## src/rtl/blkcopy_pkg.sv

```systemverilog
package blkcopy_pkg;

   typedef enum logic [1:0] {
      ST_IDLE  = 2'd0,
      ST_READ  = 2'd1,
      ST_WRITE = 2'd2
   } seq_state_e;

   localparam logic [1:0] SEL_SRC = 2'd0;
   localparam logic [1:0] SEL_DST = 2'd1;
   localparam logic [1:0] SEL_CNT = 2'd2;

endpackage

```

## src/rtl/blkcopy_regs.sv

```systemverilog
module blkcopy_regs
   import blkcopy_pkg::*;
#(
   parameter int ADDR_W = 16,
   parameter int CNT_W  = 16,
   parameter int LD_W   = (ADDR_W > CNT_W) ? ADDR_W : CNT_W
) (
   input  logic              clk,
   input  logic              rst_n,
   input  logic              ld_en,
   input  logic [1:0]        ld_sel,
   input  logic [LD_W-1:0]   ld_val,
   input  logic              step,
   input  logic              desc,
   output logic [ADDR_W-1:0] src_ptr,
   output logic [ADDR_W-1:0] dst_ptr,
   output logic [CNT_W-1:0]  byte_cnt,
   output logic              cnt_last,
   output logic              cnt_nz
);

   localparam int NPTR = 2;
   localparam logic [CNT_W-1:0] CNT_ONE = CNT_W'(1);

   logic [ADDR_W-1:0] ptr_q [NPTR];
   logic [1:0]        ptr_sel [NPTR];

   assign ptr_sel[0] = SEL_SRC;
   assign ptr_sel[1] = SEL_DST;

   for (genvar i = 0; i < NPTR; i++) begin : g_ptr
      always_ff @(posedge clk or negedge rst_n) begin
         if (!rst_n) begin
            ptr_q[i] <= '0;
         end else if (step) begin
            if (desc) ptr_q[i] <= ptr_q[i] - 1'b1;
            else      ptr_q[i] <= ptr_q[i] + 1'b1;
         end else if (ld_en && ld_sel == ptr_sel[i]) begin
            ptr_q[i] <= ld_val[ADDR_W-1:0];
         end
      end
   end

   logic [CNT_W-1:0] cnt_q;
   logic             nz_q;

   always_ff @(posedge clk or negedge rst_n) begin
      if (!rst_n) begin
         cnt_q <= '0;
         nz_q  <= 1'b0;
      end else if (step) begin
         cnt_q <= cnt_q - 1'b1;
         nz_q  <= (cnt_q != CNT_ONE);
      end else if (ld_en && ld_sel == SEL_CNT) begin
         cnt_q <= ld_val[CNT_W-1:0];
         nz_q  <= (ld_val[CNT_W-1:0] != '0);
      end
   end

   assign src_ptr  = ptr_q[0];
   assign dst_ptr  = ptr_q[1];
   assign byte_cnt = cnt_q;
   assign cnt_last = (cnt_q == CNT_ONE);
   assign cnt_nz   = nz_q;

endmodule

```

## src/rtl/blkcopy_seq.sv

```systemverilog
module blkcopy_seq
   import blkcopy_pkg::*;
(
   input  logic clk,
   input  logic rst_n,
   input  logic start,
   input  logic rep_mode,
   input  logic desc_mode,
   input  logic rdy,
   input  logic cnt_last,
   output logic busy,
   output logic done,
   output logic desc,
   output logic rd,
   output logic wr,
   output logic capture,
   output logic step
);

   seq_state_e state_q;
   logic       rep_q;
   logic       desc_q;
   logic       done_q;

   always_ff @(posedge clk or negedge rst_n) begin
      if (!rst_n) begin
         state_q <= ST_IDLE;
         rep_q   <= 1'b0;
         desc_q  <= 1'b0;
         done_q  <= 1'b0;
      end else begin
         done_q <= 1'b0;
         case (state_q)
            ST_IDLE: begin
               if (start) begin
                  rep_q   <= rep_mode;
                  desc_q  <= desc_mode;
                  state_q <= ST_READ;
               end
            end
            ST_READ: begin
               if (rdy) state_q <= ST_WRITE;
            end
            ST_WRITE: begin
               if (rdy) begin
                  if (rep_q && !cnt_last) begin
                     state_q <= ST_READ;
                  end else begin
                     state_q <= ST_IDLE;
                     done_q  <= 1'b1;
                  end
               end
            end
            default: state_q <= ST_IDLE;
         endcase
      end
   end

   assign busy    = (state_q != ST_IDLE);
   assign done    = done_q;
   assign desc    = desc_q;
   assign rd      = (state_q == ST_READ);
   assign wr      = (state_q == ST_WRITE);
   assign capture = rd && rdy;
   assign step    = wr && rdy;

endmodule

```

## src/rtl/blkcopy_dbuf.sv

```systemverilog
module blkcopy_dbuf #(
   parameter int DATA_W = 8
) (
   input  logic              clk,
   input  logic              rst_n,
   input  logic              capture,
   input  logic [DATA_W-1:0] din,
   output logic [DATA_W-1:0] dout
);

   logic [DATA_W-1:0] buf_q;

   always_ff @(posedge clk or negedge rst_n) begin
      if (!rst_n)       buf_q <= '0;
      else if (capture) buf_q <= din;
   end

   assign dout = buf_q;

endmodule

```

## src/rtl/blkcopy_engine.sv

```systemverilog
module blkcopy_engine
   import blkcopy_pkg::*;
#(
   parameter int ADDR_W   = 16,
   parameter int CNT_W    = 16,
   parameter int DATA_W   = 8,
   parameter bit READY_EN = 1'b1,
   parameter int LD_W     = (ADDR_W > CNT_W) ? ADDR_W : CNT_W
) (
   input  logic              clk,
   input  logic              rst_n,
   input  logic              ld_en,
   input  logic [1:0]        ld_sel,
   input  logic [LD_W-1:0]   ld_val,
   input  logic              start,
   input  logic              rep_mode,
   input  logic              desc_mode,
   output logic [ADDR_W-1:0] mem_addr,
   output logic              mem_rd,
   output logic              mem_wr,
   output logic [DATA_W-1:0] mem_wdata,
   input  logic [DATA_W-1:0] mem_rdata,
   input  logic              mem_rdy,
   output logic              busy,
   output logic              done,
   output logic              cnt_nz,
   output logic [ADDR_W-1:0] src_ptr,
   output logic [ADDR_W-1:0] dst_ptr,
   output logic [CNT_W-1:0]  byte_cnt
);

   if (ADDR_W < 2 || CNT_W < 1 || DATA_W < 1) begin : g_bad_width
      $error("blkcopy_engine: ADDR_W >= 2, CNT_W >= 1 and DATA_W >= 1 are required");
   end
   if (LD_W < ADDR_W || LD_W < CNT_W) begin : g_bad_ldw
      $error("blkcopy_engine: LD_W must cover ADDR_W and CNT_W");
   end

   logic rdy_eff;
   if (READY_EN) begin : g_rdy
      assign rdy_eff = mem_rdy;
   end else begin : g_no_rdy
      assign rdy_eff = 1'b1;
   end

   logic ld_ok;
   logic step;
   logic capture;
   logic desc;
   logic cnt_last;

   assign ld_ok = ld_en && !busy;

   blkcopy_seq u_seq (
      .clk       (clk),
      .rst_n     (rst_n),
      .start     (start),
      .rep_mode  (rep_mode),
      .desc_mode (desc_mode),
      .rdy       (rdy_eff),
      .cnt_last  (cnt_last),
      .busy      (busy),
      .done      (done),
      .desc      (desc),
      .rd        (mem_rd),
      .wr        (mem_wr),
      .capture   (capture),
      .step      (step)
   );

   blkcopy_regs #(
      .ADDR_W (ADDR_W),
      .CNT_W  (CNT_W),
      .LD_W   (LD_W)
   ) u_regs (
      .clk      (clk),
      .rst_n    (rst_n),
      .ld_en    (ld_ok),
      .ld_sel   (ld_sel),
      .ld_val   (ld_val),
      .step     (step),
      .desc     (desc),
      .src_ptr  (src_ptr),
      .dst_ptr  (dst_ptr),
      .byte_cnt (byte_cnt),
      .cnt_last (cnt_last),
      .cnt_nz   (cnt_nz)
   );

   blkcopy_dbuf #(
      .DATA_W (DATA_W)
   ) u_dbuf (
      .clk     (clk),
      .rst_n   (rst_n),
      .capture (capture),
      .din     (mem_rdata),
      .dout    (mem_wdata)
   );

   assign mem_addr = mem_wr ? dst_ptr : src_ptr;

endmodule

```

## config.mk

```make
export PLATFORM = sky130hd
export DESIGN_NAME = blkcopy_engine
export DESIGN_NICKNAME = d
export VERILOG_FILES = /design/src/rtl/blkcopy_pkg.sv /design/src/rtl/blkcopy_regs.sv /design/src/rtl/blkcopy_seq.sv /design/src/rtl/blkcopy_dbuf.sv /design/src/rtl/blkcopy_engine.sv
export SDC_FILE = /design/constraint.sdc
export NUM_CORES = 1
export LEC_CHECK = 0
export BUFFER_PORTS_ARGS = -buffer_cell sky130_fd_sc_hd__buf_2
export CORE_MARGIN = 2
export CORE_UTILIZATION = 40
export CTS_BUF_LIST = sky130_fd_sc_hd__clkbuf_2 sky130_fd_sc_hd__clkbuf_4 sky130_fd_sc_hd__clkbuf_8
export CTS_CLUSTER_DIAMETER = 100
export DETAILED_ROUTE_END_ITERATION = 7
export GPL_TIMING_DRIVEN = 0
export PLACE_DENSITY_LB_ADDON = 0.08
export SKIP_LAST_GASP = 1
export SLEW_MARGIN = 10
export SYNTH_ARGS = -nofsm -noshare
export SYNTH_HDL_FRONTEND = slang
export SYNTH_SLANG_ARGS = --single-unit
```

## constraint.sdc

```tcl
create_clock -name clk -period 3.65 [get_ports clk]
set_input_delay 0.365 -clock clk [delete_from_list [all_inputs] [get_ports clk]]
set_output_delay 0.365 -clock clk [all_outputs]
set_load 0.05 [all_outputs]
```

### Yosys cells after proc, flatten, opt, wreduce, memory -nomap -nowiden

Cells that the tools add are included.

| word-level totals | value |
|---|---|
| bits of input ports | 33 |
| logic and storage cells | 60 |
| bits in registers | 62 |

| operators by class | value |
|---|---|
| mux-type cells | 19 |
| reductions and logical operators | 18 |
| eq/ne operators | 9 |
| add/subtract/negate cells | 5 |

Operators by type and width:

| cell | number |
|---|---|
| 16-bit two-way mux | 9 |
| 16-bit by 1-bit subtractor with 16-bit output (second input constant) | 3 |
| 16-bit by 1-bit adder with 16-bit output (second input constant) | 2 |
| 16-bit by 1-bit equality test with 1-bit output (second input constant) | 1 |
| 16-bit by 1-bit != test with 1-bit output (second input constant) | 1 |
| 16-bit nonzero test | 1 |
| 2-bit nonzero test | 4 |
| 1-bit logical AND | 7 |
| 1-bit two-way mux | 6 |
| 2-bit two-way mux | 3 |
| 2-bit one-hot mux with 3 select lines | 1 |
| 2-bit by 1-bit equality test with 1-bit output (second input constant) | 2 |
| 2-bit equality test (second input constant) | 2 |
| 2-bit zero test | 2 |
| 2-bit != test (second input constant) | 2 |
| 3-bit AND reduction | 1 |
| 1-bit zero test | 2 |
| 2-bit by 1-bit != test with 1-bit output (second input constant) | 1 |
| 2-bit AND reduction | 1 |

### Longest topological paths before layout

Gate-level depths: netlist of run 1.

| logic depth | value |
|---|---|
| depth in word-level cells | 6 |
| gate-level depth with buffers | 8 |
| depth with buffers taken out | 8 |

### By module

A second synthesis of run 1 with hierarchy kept.

| unflattened totals | value |
|---|---|
| cells, all modules | 503 |
| area, all modules | 4883.4 sq um |

By module, submodules not included:

| module | area an instance (sq um) | times used | cells each |
|---|---|---|---|
| blkcopy_regs | 4042.6 | 1 | 447 |
| blkcopy_dbuf | 331.6 | 1 | 17 |
| blkcopy_engine | 255.2 | 1 | 19 |
| blkcopy_seq | 254.0 | 1 | 20 |

### Least setup slack after synthesis of run 1

Ideal clock, no wire load.

| timing | value |
|---|---|
| path kind | reg-to-reg |
| from | register u_seq.desc_q (netlist: u_seq.desc) |
| to | register u_regs.ptr_q, in the netlist u_regs.src_ptr[15] |
| stages on the path, launching flop included | 9 |
| arrival time | 2.659 ns |
| buffers on the path | 1 |
| setup time | 0.094 ns |
| required time | 3.556 ns |
| clock period less this slack | 2.753 ns |
| path slack | 0.897 ns |
| cells stage by stage | dfrtp_1 ha_1 clkbuf_1 a21o_1 or2_2 o211ai_1 o21ai_0 o31a_1 a211oi_1 |

| on the way | value |
|---|---|
| word-level cells in the longest chain between the ends | 2 |

RTL lines:

| element | RTL line | RTL |
|---|---|---|
| start: declaration | blkcopy_seq.sv:22 | `logic desc_q;` |
| start signal: assignment | blkcopy_seq.sv:37 | `desc_q <= desc_mode;` |
| 16-bit two-way mux | blkcopy_regs.sv:36 | `if (desc) ptr_q[i] <= ptr_q[i] - 1'b1;` |
| 16-bit two-way mux | blkcopy_regs.sv:35 | `end else if (step) begin` |
| end signal: indexed assignment | blkcopy_regs.sv:36 |  |
| end signal: indexed assignment | blkcopy_regs.sv:37 | `else ptr_q[i] <= ptr_q[i] + 1'b1;` |
| end signal: indexed assignment | blkcopy_regs.sv:39 | `ptr_q[i] <= ld_val[ADDR_W-1:0];` |
| end: declaration | blkcopy_regs.sv:25 | `logic [ADDR_W-1:0] ptr_q [NPTR];` |

No other way between the ends.
A chain may end at the register's enable or synchronous reset.

### Worst setup path in the final report of run 1

| timing | value |
|---|---|
| from | register u_seq.desc_q (netlist: u_seq.desc) |
| to | register u_regs.ptr_q, in the netlist u_regs.dst_ptr[15] |

Same word-level chain as after synthesis.

==> impl_metrics.json, run 1 <==
{
  "cts_tree": "built",
  "finalCriticalPeriod_ns": 3.185,
  "status": "finished clean",
  "grt_max_degree": 43,
  "slowest_delay_ns": 0.74,
  "max_freq_ghz": 0.3140,
  "clk_latency_ns": 0.36,
  "die_y_um": 112.4,
  "fin_crit_sh": 0.8726,
  "portBuffers": 109,
  "synth_largest_area_cell": "dfrtp_1",
  "postCtsSetupRepairBufs": 0,
  "numCtsBuffers": 9,
  "syn_nets": 600,
  "grt_pass1_vias": 4626,
  "vias_per_cell": 5.749,
  "grt_util_met1": 0.3388,
  "slew_viol_final": 0,
  "drt_wl_total_um": 15190,
  "ys_seq_area_frac": 0.3304,
  "ys.flop_type": "dfrtp_1",
  "remaining_drc_errors": 0,
  "cts-root-buf": "clkbuf_8",
  "gr-usage-met3": 0.05400,
  "crit_slowest_cell": "a2111oi_0",
  "tightestPinTransition_ns": 0.8969,
  "htree_levels": 3,
  "start_util": 0.4112,
  "ys_warn_count": 0,
  "setup_tns_ns": 0,
  "rows": 39,
  "finalSetupViolations": 0,
  "drt_iter0_markers": 328,
  "worstSetupStartpointType": "flip-flop",
  "critPathKind": "reg2reg",
  "cp_cell_sequence": "ha_1, a21oi_1, a2111oi_0, o21ai_0, a221o_1, nand3_1, a211oi_1",
  "place_hpwl_um": 11750,
  "rsz0062_at_grt": "false",
  "io_pins": 110,
  "hold_violations": 0,
  "avgSynthCellArea_um2": 8.777,
  "synthCells": 535,
  "synth-seq-cells": 62,
  "cp.arrival_ns": 3.38,
  "clk_pin_slew_ns": 0.08,
  "crit_path_end_kind": "flip-flop",
  "synthToLayoutAreaGrowth_pct": 21.16,
  "die-area_mm2": 0.01262,
  "gr-total-overflow": 0,
  "crit_family": "compound AO/OA/AOI/OAI gates",
  "synth.cell_area_mm2": 0.004696,
  "skew_ns": 0.01432,
  "slew_headroom": 0.3988,
  "final_common_cell": "buf_2",
  "cts_buffer_depth": 2,
  "cp.required_ns": 3.84,
  "ys_types": 54,
  "place.gp.congestion": 0.8805,
  "synthTopCellsByArea": "dfrtp_1 (33%), mux2_2 (8.6%), ha_1 (8.0%)",
  "first_pass_iters": 5,
  "maxCapViolCount": 0,
  "die_w_um": 112.4,
  "clkSinkCount": 62,
  "antenna_found_initial": 0,
  "wl_per_cell_um": 18.87,
  "synth.top_cell.area_share": 0.3304,
  "final_antenna_net_count": 0,
  "grt_usage": 0.2478,
  "layout.nets": 722,
  "core_mm2": 0.01142,
  "min-delay-path-class": "in2reg",
  "met2_usage": 0.3767,
  "grt-busiest-layer": "met2",
  "path_max_fanout": 39,
  "critical_path_buf_inv_count": 0,
  "n_antenna_cell": 0,
  "mostFrequentLayoutCells": "buf_2 (110), dfrtp_1 (61), nand2_1 (59)",
  "synth_edf_count": 0,
  "drive_above_1_share": 0.2628,
  "via_count": 4628,
  "grt_pass1_wl_um": 24570,
  "async_flop_share": 1.000
}
-- worst reg2reg max path: stages (launching register included) --
cell and delay [ns]:
dfrtp_2 0.72, ha_1 0.52, a21oi_1 0.12, a2111oi_0 0.74
o21ai_0 0.38, a221o_1 0.39, nand3_1 0.10, a211oi_1 0.06
-- per-layer routing --
metal	vias up	wire, um
met5	-	0
met4	0	487
met3	37	991
met2	159	6845
met1	2195	6867
li1	2237	-
-- per-stage QoR --
stage / utilization / area (um2) / instances / hold WS (ns) / setup slack, ns
finish: 0.4982 / 5689 / 805 / 0.2334 / 0.4652
global route: 0.4982 / 5689 / 805 / 0.2270 / 0.2581
CTS: 0.4982 / 5689 / 805 / 0.2145 / 0.5077
detailed placement: 0.4774 / 5451 / 788 / 0.2915 / 0.5412
global placement: 0.4747 / 5420 / 787 / 0.4837 / 0.1418
floorplan: - / 4696 / 535 / 0.06941 / 0.8969
-- state kept, by name (all words and copies together) (netlist names) --
| signal | cells |
|---|---|
| u_regs.byte_cnt | 16 |
| u_seq.desc | 1 |
| u_regs.src_ptr | 16 |
| u_seq.done | 1 |
| u_regs.dst_ptr | 16 |
| u_seq.rep_q | 1 |
| u_regs.cnt_nz | 1 |
| u_dbuf.dout | 8 |
| u_seq.state_q | 2 |
-- timing repair --
action	in CTS	in global routing
gates resized for setup	0	0
hold buffers	1	0
endpoints found under the hold margin	20	0
-- cells in the mapped netlist (all sizes together), types with 3 or more instances --
master and number:
a211oi 10, a21o 5, a21oi 40, a311oi 3, a31oi 6, and3 3, buf 5, clkbuf 19
dfrtp 62, ha 30, inv 16, mux2 36, mux2i 19, nand2 59, nand2b 5, nand3 22
nand3b 4, nand4 5, nor2 31, nor2b 6, nor3 15, nor3b 4, nor4 9, o211ai 12
o21a 3, o21ai 45, o21bai 5, o22ai 3, o311ai 4, or3 6, or4 3, xnor2 12
xor2 5
-- worst paths after layout --
| path | cells after the start | slack (ns) | startpoint | end |
|---|---|---|---|---|
| max | 7 | 0.47 | u_seq.desc | u_regs.dst_ptr[15] |
| min | 2 | 0.23 | mem_rdata[1] | u_dbuf.dout[1] |
| max reg2reg | 7 | 0.47 | u_seq.desc | u_regs.dst_ptr[15] |
| min reg2reg | 1 | 0.50 | u_dbuf.dout[7] | u_dbuf.dout[7] |
| max in group asynchronous | 3 | 2.69 | rst_n | u_regs.byte_cnt[10] |
| min in group asynchronous | 2 | 0.44 | rst_n | u_regs.src_ptr[12] |
-- area by class of cell --
class | count | area (um2)
clock inverters | 7 | 103.9
flip-flops and latches | 62 | 1553
repair buffers | 111 | 585.6
clock buffers | 9 | 123.9
inverters | 16 | 60.06
plain buffers | 24 | 97.59
fillers | 1138 | 5729
well taps | 143 | 178.9
multi-input cells | 433 | 2987
-- logic make-up after synthesis --
logic type / share of synthesized area
multiplexers: 0.1268
AO/OA/AOI/OAI: 0.2020
XOR/XNOR: 0.03171
adder cells (fa/ha/maj): 0.08846
buffers and inverters: 0.03357
AND/OR/NAND/NOR: 0.1871
flip-flops: 0.3304
Power of run 1 is not shown: default switching activity piles up to over one toggle a cycle in this logic, so the estimate is an artifact.
==> run 2: changes to the inputs <==
--- a/config.mk
+++ b/config.mk
@@ -6,13 +6,14 @@
 export NUM_CORES = 1
 export LEC_CHECK = 0
 export BUFFER_PORTS_ARGS = -buffer_cell sky130_fd_sc_hd__buf_2
+export CAP_MARGIN = 20
 export CORE_MARGIN = 2
 export CORE_UTILIZATION = 40
 export CTS_BUF_LIST = sky130_fd_sc_hd__clkbuf_2 sky130_fd_sc_hd__clkbuf_4 sky130_fd_sc_hd__clkbuf_8
 export CTS_CLUSTER_DIAMETER = 100
 export DETAILED_ROUTE_END_ITERATION = 7
 export GPL_TIMING_DRIVEN = 0
-export PLACE_DENSITY_LB_ADDON = 0.08
+export PLACE_DENSITY = 0.7
 export SKIP_LAST_GASP = 1
 export SLEW_MARGIN = 10
 export SYNTH_ARGS = -nofsm -noshare
==> run 2 against run 1 <==
  * Fmax down 0.29%
  * First-iteration DRC count increased by 12%
  * Critical endpoint unchanged
  * Flip-flop and latch count stayed put
  * Worst hold slack better by 0.015 ns
  * Worst setup slack got worse by 0.0094 ns
  * Core utilization decreased by 0.18 points
  * Die area did not move
  * Critical path depth unchanged
  * Final cell count unchanged
  * Clock skew shrank 0.0036 ns
==> impl_metrics.json, run 2 (synthesized netlist as in run 1, its figures left out) <==
{
  "status": "finished clean",
  "fin_util": 0.4965,
  "clk_pin_slew_ns": 0.08,
  "synthToLayoutAreaGrowth_pct": 20.73,
  "remaining_drc_errors": 0,
  "die-area_mm2": 0.01262,
  "place_hpwl_um": 11020,
  "final_common_cell": "buf_2",
  "layout.nets": 722,
  "drt_wl_total_um": 14560,
  "place.gp.congestion": 0.9160,
  "skew_ns": 0.01075,
  "core_mm2": 0.01142,
  "grt_pass1_wl_um": 22980,
  "holdPathStages": 2,
  "cp.required_ns": 3.85,
  "fin_crit_sh": 0.8751,
  "finalSetupViolations": 0,
  "grt_usage": 0.2282,
  "antenna_found_initial": 0,
  "cts-root-buf": "clkbuf_8",
  "slew_headroom": 0.3939,
  "r2r_cells": 7,
  "min-delay-path-class": "in2reg",
  "finalNonFillerCells": 805,
  "cts_hold_buf": 1,
  "via_count": 4750,
  "finalCriticalPeriod_ns": 3.194,
  "setup_tns_ns": 0,
  "rsz0062_at_grt": "false",
  "crit_path_end_kind": "flip-flop",
  "min_from": "mem_rdata[3]",
  "gr-total-overflow": 0,
  "postCtsSetupRepairBufs": 0,
  "start_util": 0.4112,
  "portBuffers": 109,
  "clkSinkCount": 62,
  "tightestPinTransition_ns": 0.8862,
  "holdPathEnd": "u_dbuf.dout[3]",
  "htree_levels": 3,
  "grt_pass1_vias": 4530,
  "first_pass_iters": 5,
  "critPathKind": "reg2reg",
  "die_y_um": 112.4,
  "maxCapViolCount": 0,
  "path_max_fanout": 39,
  "r2r-start": "u_seq.desc",
  "rows": 39,
  "r2r_slack_ns": 0.46,
  "vias_per_cell": 5.901,
  "drt_iter0_markers": 366,
  "mostFrequentLayoutCells": "buf_2 (110), dfrtp_1 (61), nand2_1 (59)",
  "worstReg2RegEnd": "u_regs.dst_ptr[15]",
  "die_w_um": 112.4,
  "final_antenna_net_count": 0,
  "hold_ws_ns": 0.2481,
  "max_freq_ghz": 0.3131,
  "cts_resized": 0,
  "dp_cells": 788,
  "hold_violations": 0,
  "cts_tree": "built",
  "drive_above_1_share": 0.2628,
  "slew_viol_final": 0,
  "cts_buffer_depth": 2,
  "n_antenna_cell": 0,
  "numCtsBuffers": 9,
  "cp.arrival_ns": 3.39,
  "wl_per_cell_um": 18.09,
  "io_pins": 110,
  "worstSetupStartpointType": "flip-flop",
  "grt_max_degree": 57,
  "clk_latency_ns": 0.35
}
## run 2: cell count changes in the layout (fill, tap and decap cells not counted), sizes merged
cell      change
inv           -2
clkbuf        +2
clkinvlp      +1
bufinv        -1
## run 2: final cells by class
cell class / count / area [um2]
plain buffers: 24 / 97.59
clock buffers: 11 / 151.4
clock inverters: 5 / 56.30
fillers: 1127 / 5749
inverters: 16 / 60.06
multi-input cells: 433 / 2987
flip-flops and latches: 62 / 1553
well taps: 143 / 178.9
repair buffers: 111 / 585.6
## run 2: stage by stage
step,setup WS (ns),instance area (um2)
5_1_grt,0.2593,5669
4_1_cts,0.5305,5669
3_5_place_dp,0.5624,5451
3_3_place_gp,0.1943,5420
2_1_floorplan,0.8969,4696
6_report,0.4558,5669
## run 2: how the worst max path moves through the flow
stage	depth (start not counted)	startpoint	slack, ns	to
after floorplan	8	u_seq.desc	0.90	u_regs.src_ptr[15]
after global placement	7	u_seq.desc	0.19	u_regs.dst_ptr[15]
after detailed placement	7	u_seq.desc	0.56	u_regs.dst_ptr[15]
after CTS	7	u_seq.desc	0.53	u_regs.dst_ptr[15]
after global routing	7	u_seq.desc	0.26	u_regs.dst_ptr[15]
final	7	u_seq.desc	0.46	u_regs.dst_ptr[15]
## run 2: worst max-delay path, cell delays in order (launching register included)
cell,delay [ns]
dfrtp_2,0.70
ha_1,0.50
a21oi_1,0.11
a2111oi_0,0.82
o21ai_0,0.38
a221o_1,0.39
nand3_1,0.08
a211oi_1,0.06
## run 2: per-layer routing
metal | wire (um) | global-route usage
met1 | 6409 | 0.3165
met2 | 6492 | 0.3546
met3 | 1274 | 0.05400
met4 | 384 | 0.07236
met5 | 0 | 0
Power of run 2 is left out for the same reason.
==> run 3: changes to the inputs <==
--- a/config.mk
+++ b/config.mk
@@ -14,6 +14,7 @@
 export DETAILED_ROUTE_END_ITERATION = 7
 export GPL_TIMING_DRIVEN = 0
 export PLACE_DENSITY = 0.7
+export REMOVE_ABC_BUFFERS = 1
 export SKIP_LAST_GASP = 1
 export SLEW_MARGIN = 10
 export SYNTH_ARGS = -nofsm -noshare
==> run 3 against run 2 <==
  * Worst hold slack gained 0.0036 ns
  * Clock skew shrank 0.0044 ns
  * Worst setup slack gained 0.098 ns
  * Via count shrank 4.0%
  * First-iteration DRC count shrank 0.82%
  * Die area is the same
  * Final cell count shrank 2.6%
  * Sequential share of layout area is the same
  * Fmax grew 3.2%
==> impl_metrics.json, run 3 (synthesized netlist as in run 1, its figures left out) <==
{
  "critPathKind": "reg2reg",
  "final_common_cell": "buf_2",
  "io_pins": 110,
  "crit_family": "compound AO/OA/AOI/OAI gates",
  "cp.arrival_ns": 3.27,
  "slew_viol_final": 0,
  "grt_pass1_wl_um": 21840,
  "gr-total-overflow": 0,
  "wl_per_cell_um": 17.58,
  "cts-root-buf": "clkbuf_8",
  "fin_area_mm2": 0.005669,
  "skew_ns": 0.006331,
  "first_pass_iters": 5,
  "via_count": 4561,
  "path_max_fanout": 39,
  "rows": 39,
  "portBuffers": 109,
  "drt_wl_total_um": 13780,
  "cts_resized": 0,
  "status": "finished clean",
  "grt_pass1_vias": 4465,
  "slew_headroom": 0.3529,
  "layout.nets": 701,
  "postCtsSetupRepairBufs": 0,
  "setup_tns_ns": 0,
  "core_mm2": 0.01142,
  "remaining_drc_errors": 0,
  "clk_pin_slew_ns": 0.07,
  "worst_slack_ns": 0.5541,
  "place.gp.congestion": 0.8691,
  "final_antenna_net_count": 0,
  "finalSetupViolations": 0,
  "tightestPinTransition_ns": 0.9665,
  "finalCriticalPeriod_ns": 3.096,
  "antenna_found_initial": 0,
  "grt_usage": 0.2159,
  "htree_levels": 3,
  "die-area_mm2": 0.01262,
  "worstSetupStartpointType": "flip-flop",
  "cts_buffer_depth": 2,
  "max_freq_ghz": 0.3230,
  "crit_slowest_cell": "a2111oi_0",
  "drt_iter0_markers": 363,
  "start_util": 0.4112,
  "place_area_mm2": 0.005421,
  "clk_latency_ns": 0.34,
  "cp.required_ns": 3.82,
  "hold_violations": 0,
  "die_y_um": 112.4,
  "pre_cts_ws_ns": 0.6275,
  "synthToLayoutAreaGrowth_pct": 20.73,
  "cp_cell_sequence": "ha_1, a21oi_1, a2111oi_0, o21ai_0, a221o_1, nand3_1, a211oi_1",
  "cts_tree": "built",
  "slowest_delay_ns": 0.76,
  "vias_per_cell": 5.818,
  "critical_path_buf_inv_count": 0,
  "clkSinkCount": 62,
  "fin_crit_sh": 0.8482,
  "drive_above_1_share": 0.2761,
  "die_w_um": 112.4,
  "crit_path_end_kind": "flip-flop",
  "maxCapViolCount": 0,
  "rsz0062_at_grt": "false",
  "place_hpwl_um": 10410,
  "grt_max_degree": 47,
  "min-delay-path-class": "in2reg",
  "mostFrequentLayoutCells": "buf_2 (108), dfrtp_1 (61), nand2_1 (58)",
  "numCtsBuffers": 9,
  "n_antenna_cell": 0
}
run 3: cell types whose count changed in the layout (fill, tap and decap cells not counted), moves of 2 or more:
cell and delta:
buf_1 -2, buf_2 -2, buf_8 +2, clkbuf_1 -18
run 3: worst paths after layout:
| kind | from | endpoint | slack [ns] | cells after the start |
|---|---|---|---|---|
| max | u_seq.desc | u_regs.dst_ptr[15] | 0.55 | 7 |
| min in group asynchronous | rst_n | u_regs.dst_ptr[10] | 0.45 | 2 |
| min | rep_mode | u_seq.rep_q | 0.25 | 2 |
| max reg2reg | u_seq.desc | u_regs.dst_ptr[15] | 0.55 | 7 |
| min reg2reg | u_dbuf.dout[4] | u_dbuf.dout[4] | 0.51 | 1 |
| max in group asynchronous | rst_n | u_seq.desc | 2.67 | 3 |
run 3: repair_timing:
action | in CTS | in global routing
hold endpoints to repair | 16 | 0
endpoints found under the setup margin | 0 | 0
hold buffers | 1 | 0
run 3: worst register-to-register path, cell delays in order (launching register included):
cell	delay, ns
dfrtp_2	0.71
ha_1	0.52
a21oi_1	0.11
a2111oi_0	0.76
o21ai_0	0.32
a221o_1	0.37
nand3_1	0.08
a211oi_1	0.06
run 3: routing by layer:
metal	vias up	wire length (um)	track usage
li1	2205	-	-
met1	2186	5949	0.2749
met2	149	6778	0.3655
met3	21	749	0.03024
met4	0	307	0.09675
met5	-	0	0
run 3: per-stage QoR:
step	hold slack (ns)	cells	util
2_1_floorplan	0.06941	511	-
3_3_place_gp	0.4871	763	0.4661
3_5_place_dp	0.2691	767	0.4748
4_1_cts	0.2380	784	0.4965
5_1_grt	0.2441	784	0.4965
6_report	0.2517	784	0.4965
run 3: final cells by class:
type / instances / area, um2
timing repair buffer: 114 / 635.6
inverter: 16 / 60.06
clock inverter: 3 / 65.06
sequential: 62 / 1553
clock buffer: 13 / 172.7
multi-input combinational: 433 / 3004
fill: 1126 / 5749
tap: 143 / 178.9
Power of run 3 is left out for the same reason.
